===== src/rtl/pcm_reasm_pkg.sv =====
package pcm_reasm_pkg;

  typedef enum logic [1:0] {
    RES_16  = 2'd0,
    RES_20  = 2'd1,
    RES_24  = 2'd2,
    RES_RSV = 2'd3
  } res_e;

  // Reserved code folds onto 16-bit.
  function automatic res_e norm_res(input logic [1:0] code);
    case (code)
      2'd1:    return RES_20;
      2'd2:    return RES_24;
      default: return RES_16;
    endcase
  endfunction

  // Lower-part bits carried per sample.
  function automatic int unsigned low_width(input res_e r);
    case (r)
      RES_20:  return 4;
      RES_24:  return 8;
      default: return 0;
    endcase
  endfunction

  // Words in one pair of periods for a channel count.
  function automatic int unsigned pair_word_count(input int unsigned chans, input res_e r);
    return 2 * chans + (2 * chans * low_width(r) + 15) / 16;
  endfunction

  // Joins an upper word with its lower chunk (chunk left aligned).
  function automatic logic [23:0] merge_parts(input logic [15:0] up, input logic [7:0] chunk,
                                              input res_e r);
    case (r)
      RES_20:  return {up, chunk[7:4], 4'h0};
      RES_24:  return {up, chunk};
      default: return {up, 8'h00};
    endcase
  endfunction

  // Trims a sample to an output resolution; wider settings keep the zeros.
  function automatic logic [23:0] fit_width(input logic [23:0] s, input res_e r);
    case (r)
      RES_20:  return {s[23:4], 4'h0};
      RES_24:  return s;
      default: return {s[23:8], 8'h00};
    endcase
  endfunction

endpackage


===== src/rtl/pcm_pair_store.sv =====
module pcm_pair_store
  import pcm_reasm_pkg::*;
#(
  parameter int MAX_CH = 8,
  parameter int CH_W   = 3,
  localparam int UP_SLOTS = 2 * MAX_CH,
  localparam int LO_SLOTS = MAX_CH,
  localparam int SLOT_W   = $clog2(UP_SLOTS + LO_SLOTS + 1)
) (
  input  logic                           clk,
  input  logic                           rst,
  input  logic                           accept_en,
  input  logic                           in_valid,
  input  logic [15:0]                    in_data,
  input  logic [1:0]                     cfg_res,
  input  logic [CH_W-1:0]                cfg_nch,
  input  logic                           ovr_en,
  input  logic [1:0]                     ovr_res,
  output logic                           accept,
  output logic                           pair_last,
  output logic [UP_SLOTS-1:0][15:0]      up_mem,
  output logic [LO_SLOTS-1:0][15:0]      lo_mem,
  output res_e                           res_q,
  output res_e                           ores_q,
  output logic [CH_W-1:0]                nch_q
);

  logic [SLOT_W-1:0] wcnt;
  logic              first_word;
  res_e              eff_res;
  logic [CH_W-1:0]   eff_nch;
  logic [SLOT_W-1:0] up_lim;
  logic [SLOT_W-1:0] last_idx;

  assign first_word = (wcnt == '0);
  assign eff_res    = first_word ? norm_res(cfg_res) : res_q;
  assign eff_nch    = first_word ? cfg_nch : nch_q;

  always_comb begin
    up_lim   = SLOT_W'(2 * (int'(eff_nch) + 1));
    last_idx = SLOT_W'(pair_word_count(int'(eff_nch) + 1, eff_res) - 1);
  end

  assign accept    = in_valid && accept_en;
  assign pair_last = accept && (wcnt == last_idx);

  always_ff @(posedge clk) begin
    if (rst) begin
      wcnt   <= '0;
      res_q  <= RES_16;
      ores_q <= RES_16;
      nch_q  <= '0;
    end else if (accept) begin
      if (first_word) begin
        res_q  <= norm_res(cfg_res);
        nch_q  <= cfg_nch;
        ores_q <= ovr_en ? norm_res(ovr_res) : norm_res(cfg_res);
      end
      wcnt <= pair_last ? '0 : wcnt + 1'b1;
    end
  end

  genvar gi;
  generate
    for (gi = 0; gi < UP_SLOTS; gi++) begin : g_up
      always_ff @(posedge clk) begin
        if (accept && (wcnt == SLOT_W'(gi)))
          up_mem[gi] <= in_data;
      end
    end
    for (gi = 0; gi < LO_SLOTS; gi++) begin : g_lo
      always_ff @(posedge clk) begin
        if (accept && (wcnt >= up_lim) && ((wcnt - up_lim) == SLOT_W'(gi)))
          lo_mem[gi] <= in_data;
      end
    end
  endgenerate

endmodule


===== src/rtl/pcm_emit_ctrl.sv =====
module pcm_emit_ctrl #(
  parameter int MAX_CH = 8,
  parameter int CH_W   = 3,
  localparam int IDX_W = $clog2(2 * MAX_CH)
) (
  input  logic             clk,
  input  logic             rst,
  input  logic             pair_last,
  input  logic             out_ready,
  input  logic [CH_W-1:0]  nch_q,
  output logic             collect,
  output logic             out_valid,
  output logic [IDX_W-1:0] idx,
  output logic [CH_W-1:0]  ch,
  output logic             odd,
  output logic             fire,
  output logic             last_fire
);

  typedef enum logic {ST_FILL, ST_DRAIN} st_e;
  st_e st;

  assign collect   = (st == ST_FILL);
  assign out_valid = (st == ST_DRAIN);
  assign fire      = out_valid && out_ready;
  assign last_fire = fire && odd && (ch == nch_q);

  always_ff @(posedge clk) begin
    if (rst) begin
      st  <= ST_FILL;
      idx <= '0;
      ch  <= '0;
      odd <= 1'b0;
    end else begin
      case (st)
        ST_FILL: begin
          if (pair_last) begin
            st  <= ST_DRAIN;
            idx <= '0;
            ch  <= '0;
            odd <= 1'b0;
          end
        end
        default: begin
          if (last_fire) begin
            st <= ST_FILL;
          end else if (fire) begin
            idx <= idx + 1'b1;
            if (ch == nch_q) begin
              ch  <= '0;
              odd <= 1'b1;
            end else begin
              ch <= ch + 1'b1;
            end
          end
        end
      endcase
    end
  end

endmodule


===== src/rtl/pcm_sample_pick.sv =====
module pcm_sample_pick
  import pcm_reasm_pkg::*;
#(
  parameter int MAX_CH = 8,
  localparam int UP_SLOTS = 2 * MAX_CH,
  localparam int LO_SLOTS = MAX_CH,
  localparam int LO_BITS  = 16 * LO_SLOTS,
  localparam int IDX_W    = $clog2(2 * MAX_CH),
  localparam int SH_W     = $clog2(LO_BITS)
) (
  input  logic [UP_SLOTS-1:0][15:0] up_mem,
  input  logic [LO_SLOTS-1:0][15:0] lo_mem,
  input  logic [IDX_W-1:0]          idx,
  input  res_e                      res_q,
  input  res_e                      ores_q,
  output logic [23:0]               dac,
  output logic [15:0]               spdif
);

  logic [LO_BITS-1:0] lovec;
  logic [LO_BITS-1:0] shifted;
  logic [SH_W-1:0]    shamt;
  logic [7:0]         chunk;
  logic [15:0]        upper;

  // First lower word sits at the most significant end.
  genvar gi;
  generate
    for (gi = 0; gi < LO_SLOTS; gi++) begin : g_cat
      assign lovec[(LO_SLOTS-1-gi)*16 +: 16] = lo_mem[gi];
    end
  endgenerate

  always_comb begin
    shamt   = SH_W'(int'(idx) * int'(low_width(res_q)));
    shifted = lovec << shamt;
    chunk   = shifted[LO_BITS-1 -: 8];
    upper   = up_mem[idx];
    dac     = fit_width(merge_parts(upper, chunk, res_q), ores_q);
    spdif   = upper;
  end

endmodule


===== src/rtl/pcm_split_reasm.sv =====
module pcm_split_reasm
  import pcm_reasm_pkg::*;
#(
  parameter int MAX_CH = 8,
  parameter int CH_W   = 3
) (
  input  logic            clk,
  input  logic            rst,
  input  logic            in_valid,
  output logic            in_ready,
  input  logic [15:0]     in_data,
  input  logic [1:0]      cfg_res,
  input  logic [CH_W-1:0] cfg_nch,
  input  logic            ovr_en,
  input  logic [1:0]      ovr_res,
  output logic            out_valid,
  input  logic            out_ready,
  output logic [23:0]     out_dac,
  output logic [15:0]     out_spdif,
  output logic [CH_W-1:0] out_ch,
  output logic            out_odd
);

  localparam int UP_SLOTS = 2 * MAX_CH;
  localparam int LO_SLOTS = MAX_CH;
  localparam int IDX_W    = $clog2(2 * MAX_CH);

  // Named internal events, observed by the bound checker.
  logic                      w_collect;
  logic                      w_accept;
  logic                      w_pair_last;
  logic                      w_out_fire;
  logic                      w_emit_last;
  logic [CH_W-1:0]           w_nch_q;
  res_e                      w_res_q;
  res_e                      w_res_out;
  logic [IDX_W-1:0]          w_idx;
  logic [UP_SLOTS-1:0][15:0] w_up_mem;
  logic [LO_SLOTS-1:0][15:0] w_lo_mem;

  pcm_pair_store #(.MAX_CH(MAX_CH), .CH_W(CH_W)) u_store (
    .clk       (clk),
    .rst       (rst),
    .accept_en (w_collect),
    .in_valid  (in_valid),
    .in_data   (in_data),
    .cfg_res   (cfg_res),
    .cfg_nch   (cfg_nch),
    .ovr_en    (ovr_en),
    .ovr_res   (ovr_res),
    .accept    (w_accept),
    .pair_last (w_pair_last),
    .up_mem    (w_up_mem),
    .lo_mem    (w_lo_mem),
    .res_q     (w_res_q),
    .ores_q    (w_res_out),
    .nch_q     (w_nch_q)
  );

  pcm_emit_ctrl #(.MAX_CH(MAX_CH), .CH_W(CH_W)) u_ctrl (
    .clk       (clk),
    .rst       (rst),
    .pair_last (w_pair_last),
    .out_ready (out_ready),
    .nch_q     (w_nch_q),
    .collect   (w_collect),
    .out_valid (out_valid),
    .idx       (w_idx),
    .ch        (out_ch),
    .odd       (out_odd),
    .fire      (w_out_fire),
    .last_fire (w_emit_last)
  );

  pcm_sample_pick #(.MAX_CH(MAX_CH)) u_pick (
    .up_mem (w_up_mem),
    .lo_mem (w_lo_mem),
    .idx    (w_idx),
    .res_q  (w_res_q),
    .ores_q (w_res_out),
    .dac    (out_dac),
    .spdif  (out_spdif)
  );

  assign in_ready = w_collect;

endmodule


===== config.mk =====
export PLATFORM = sky130hd
export DESIGN_NAME = pcm_split_reasm
export DESIGN_NICKNAME = d
export VERILOG_FILES = /design/src/rtl/pcm_reasm_pkg.sv /design/src/rtl/pcm_pair_store.sv /design/src/rtl/pcm_emit_ctrl.sv /design/src/rtl/pcm_sample_pick.sv /design/src/rtl/pcm_split_reasm.sv
export SDC_FILE = /design/constraint.sdc
export NUM_CORES = 1
export LEC_CHECK = 0
export ABC_AREA = 1
export BUFFER_PORTS_ARGS = -buffer_cell sky130_fd_sc_hd__buf_2
export CAP_MARGIN = 10
export CELL_PAD_IN_SITES_DETAIL_PLACEMENT = 1
export CELL_PAD_IN_SITES_GLOBAL_PLACEMENT = 1
export CORE_ASPECT_RATIO = 2
export CORE_MARGIN = 2
export CORE_UTILIZATION = 46
export DETAILED_ROUTE_END_ITERATION = 16
export PLACE_DENSITY = 0.82
export SYNTH_ARGS = -nofsm -noshare
export SYNTH_HDL_FRONTEND = slang
export SYNTH_SLANG_ARGS = --single-unit

===== constraint.sdc =====
create_clock -name clk -period 4.5 [get_ports clk]
set_clock_uncertainty 0.05 [all_clocks]
set_input_delay 0.675 -clock clk [delete_from_list [all_inputs] [get_ports clk]]
set_output_delay 0.675 -clock clk [all_outputs]
set_load 0.02 [all_outputs]

==> impl_metrics.tcl <==
set metrics [dict create \
    fin_ws_ns -0.199 \
    cts_tree "done" \
    finalCriticalPeriod_ns 4.70 \
    rsz0062_at_grt "true" \
    ys_ff_latch 405 \
    ys_seq_area_frac 0.644 \
    antenna_left 0 \
    root_buffer "clkbuf_16" \
    cts_max_level 2 \
    synth.avg_cell_area_sq_um 11.7 \
    dp.cells 2146 \
    placed_area_sq_mm 0.0198 \
    cp.required_ns 4.91 \
    stdcell_area_sq_mm 0.0213 \
    violations "negative setup slack" \
    finalCritPeriodShare 1.04 \
    hp-class "reg -> reg" \
    fmax_mhz 213 \
    port_buffers 73 \
    grt_pass1_wl_um 84000 \
    synth_cell_types 45 \
    worstPathArrival_ns 5.11 \
    clk_latency_ns 0.53 \
    p_leak_nw 7.26 \
    startpoint_type "flip-flop" \
    cpMaxStageDelayCell "fa_1" \
    power.density_mw_per_mm2 411 \
    worstReg2RegStart "u_store.wcnt[0]$_SDFFE_PP0P_" \
    cts_sinks 405 \
    drc 0 \
    clk_pin_slew_worst_paths_ns 0.07 \
    maxCapViolCount 0 \
    crit_path_start "u_store.wcnt[0]$_SDFFE_PP0P_" \
    viasPerCell 6.05 \
    synth_edf_count 384 \
    dieArea_sq_mm 0.0421 \
    worst-setup-path-type "reg -> reg" \
    clock_tree.buffer_depth 3 \
    grt_use_total 0.263 \
    instances_no_fill 2221 \
    tightestPinTransition_ns 1.25 \
    num_rows 104 \
    synth_fp_nets 1660 \
    yosys_warnings 0 \
    synth_area_leaders "edfxtp_1, nand3_1, o21ai_0" \
    whs_path_depth 2 \
    hold_start "u_ctrl.odd$_SDFFE_PP0P_" \
    netlist_area_sq_mm 0.0186 \
    grt_pass1_vias 14534 \
    dr.pass1.iters 5 \
    nets 1732 \
    async_flop_share 0 \
    status "complete, but fails checks" \
    coreArea_sq_mm 0.0401 \
    final_util 0.531 \
    peakVddDrop_uv 341 \
    crit_end "u_ctrl.idx[2]$_SDFFE_PP0P_" \
    cp-end-kind "flip-flop" \
    grt_overflow 0 \
    drive_gt1_frac 0.184 \
    final_cell_mix "edfxtp_1, nand2_1, nor2_1" \
    antenna_cells 0 \
    ios 74 \
    reg2regPathDepth 34 \
    numCtsBuffers 36 \
    r2r_end "u_ctrl.idx[2]$_SDFFE_PP0P_" \
    yosysTopAreaCell "edfxtp_1" \
    avgRoutedWirePerCell_um 25.1 \
    drv_slew 0 \
    detailed_place_hpwl_um 35500 \
    syn_inst 1592 \
    fp.dieH_um 288 \
    die_w_um 146 \
    hold_viol 0 \
    grt_max_degree 133 \
    synth_flop_cell "edfxtp_1" \
    antenna_found_initial 0 \
    final_common_cell "edfxtp_1" \
    timing.slew.headroom 0.166 \
    critPathMaxFanout 5 \
    vias 13431 \
    wirelength_um 55800 \
    initial_core_util 0.463 \
    synth_top_area_share 0.621 \
    gp_congestion 0.835 \
    drt_iter0_markers 944 \
    critPathMaxStageDelay_ns 0.48 \
    area_growth_pct 14.6 \
    worst_hold_slack_ns 0.459 \
    rrSetupSlack_ns -0.20 \
    setup_viol 14 \
]
-- Yosys cell counts (2+ instances only) --
| cell type | instances |
|---|---|
| o221ai_1 | 53 |
| mux2i_1 | 50 |
| clkbuf_1 | 59 |
| nor3_1 | 9 |
| xnor2_1 | 12 |
| o21ai_0 | 124 |
| a311oi_1 | 2 |
| xor2_1 | 9 |
| nor2_4 | 3 |
| inv_1 | 96 |
| clkinv_1 | 4 |
| nand3_2 | 4 |
| nand2_1 | 165 |
| buf_1 | 7 |
| o32ai_1 | 10 |
| buf_4 | 16 |
| o211ai_1 | 64 |
| inv_2 | 3 |
| ha_1 | 37 |
| nor4_1 | 2 |
| buf_2 | 33 |
| a32o_1 | 4 |
| a31oi_1 | 3 |
| o22ai_1 | 4 |
| a21oi_1 | 68 |
| edfxtp_1 | 384 |
| fa_1 | 3 |
| a21oi_2 | 4 |
| nand2_4 | 6 |
| dfxtp_1 | 21 |
| a221oi_1 | 2 |
| a221o_1 | 2 |
| nor2_1 | 164 |
| nand3b_1 | 4 |
| a211oi_1 | 5 |
| nand3_1 | 137 |
| nand2_2 | 9 |
| nand4_1 | 3 |
-- worst max-delay path, delay by kind of cell (launching register included) --
family / cells / cell delay [ns]
buffers and inverters: 8 / 0.56
xor gates and xnor gates: 1 / 0.15
adders and majority gates: 7 / 1.73
and+or+nand+nor: 16 / 1.53
DFF: 1 / 0.35
AOI/OAI and AO/OA: 2 / 0.25
-- kinds of logic (layout without fill, tap and decap cells) --
logic type	Yosys count	count (layout)	share of synthesized area
AND/OR/NAND/NOR	509	510	0.122
XOR/XNOR	21	21	0.00990
flip-flops	405	405	0.644
buffers and inverters	219	317	0.0499
adder cells (fa/ha/maj)	40	40	0.0282
multiplexers	50	50	0.0269
AO/OA/AOI/OAI	348	348	0.120
-- how the worst min path moves through the flow --
| stage | slack, ns | to |
|---|---|---|
| floorplan | 0.42 | u_store.ores_q[1]$_SDFFE_PP0P_ |
| global route | 0.49 | u_ctrl.odd$_SDFFE_PP0P_ |
| global placement | 0.43 | u_ctrl.odd$_SDFFE_PP0P_ |
| CTS | 0.46 | u_ctrl.odd$_SDFFE_PP0P_ |
| finish | 0.46 | u_ctrl.odd$_SDFFE_PP0P_ |
| detailed placement | 0.45 | u_ctrl.odd$_SDFFE_PP0P_ |
-- power by group --
group          internal (mW)  switching (mW)
sequential              4.21          0.0447
clock                   1.76            1.41
combinational          0.510           0.819
-- what timing repair did --
item,4_1_cts,5_1_grt
pin swaps,18,17
resized for setup,16,31
setup endpoints to repair,17,18
endpoints found under the hold margin,0,0
hold buffers,0,0
cloned,1,0
buffers inserted,7,2
-- area by class of cell --
| type | instances | area (sq um) |
|---|---|---|
| fillers | 4244 | 18800 |
| flip-flops and latches | 405 | 12000 |
| multi-input cells | 969 | 6050 |
| repair buffers | 148 | 1010 |
| clock buffers | 40 | 937 |
| well taps | 530 | 663 |
| inverters | 104 | 397 |
| clock inverters | 25 | 254 |
-- registers in the layout (all words and copies together), names as in the netlist --
| name | cells |
|---|---|
| u_ctrl.out_valid | 1 |
| u_ctrl.odd | 1 |
| u_store.wcnt | 5 |
| u_store.up_mem | 256 |
| u_ctrl.ch | 3 |
| u_ctrl.idx | 4 |
| u_store.ores_q | 2 |
| u_store.res_q | 2 |
| u_store.lo_mem | 128 |
| u_store.nch_q | 3 |
-- metrics by stage --
step | worst slack [ns] | TNS, ns | power (mW)
finish | -0.199 | -1.95 | 8.75
detailed placement | -0.353 | -3.32 | 5.52
global placement | -0.170 | -1.18 | 5.44
global route | -0.452 | -5.52 | 9.01
floorplan | 0.00751 | 0 | 5.08
CTS | -0.245 | -2.57 | 8.69
-- routing by layer --
metal,track usage,wire (um),vias up
met5,0,0,-
met4,0.150,3170,0
met3,0.0299,2510,186
met2,0.510,31100,501
met1,0.270,19000,6779
li1,-,-,5965
No activity file was read; power rests on OpenSTA's default activity.
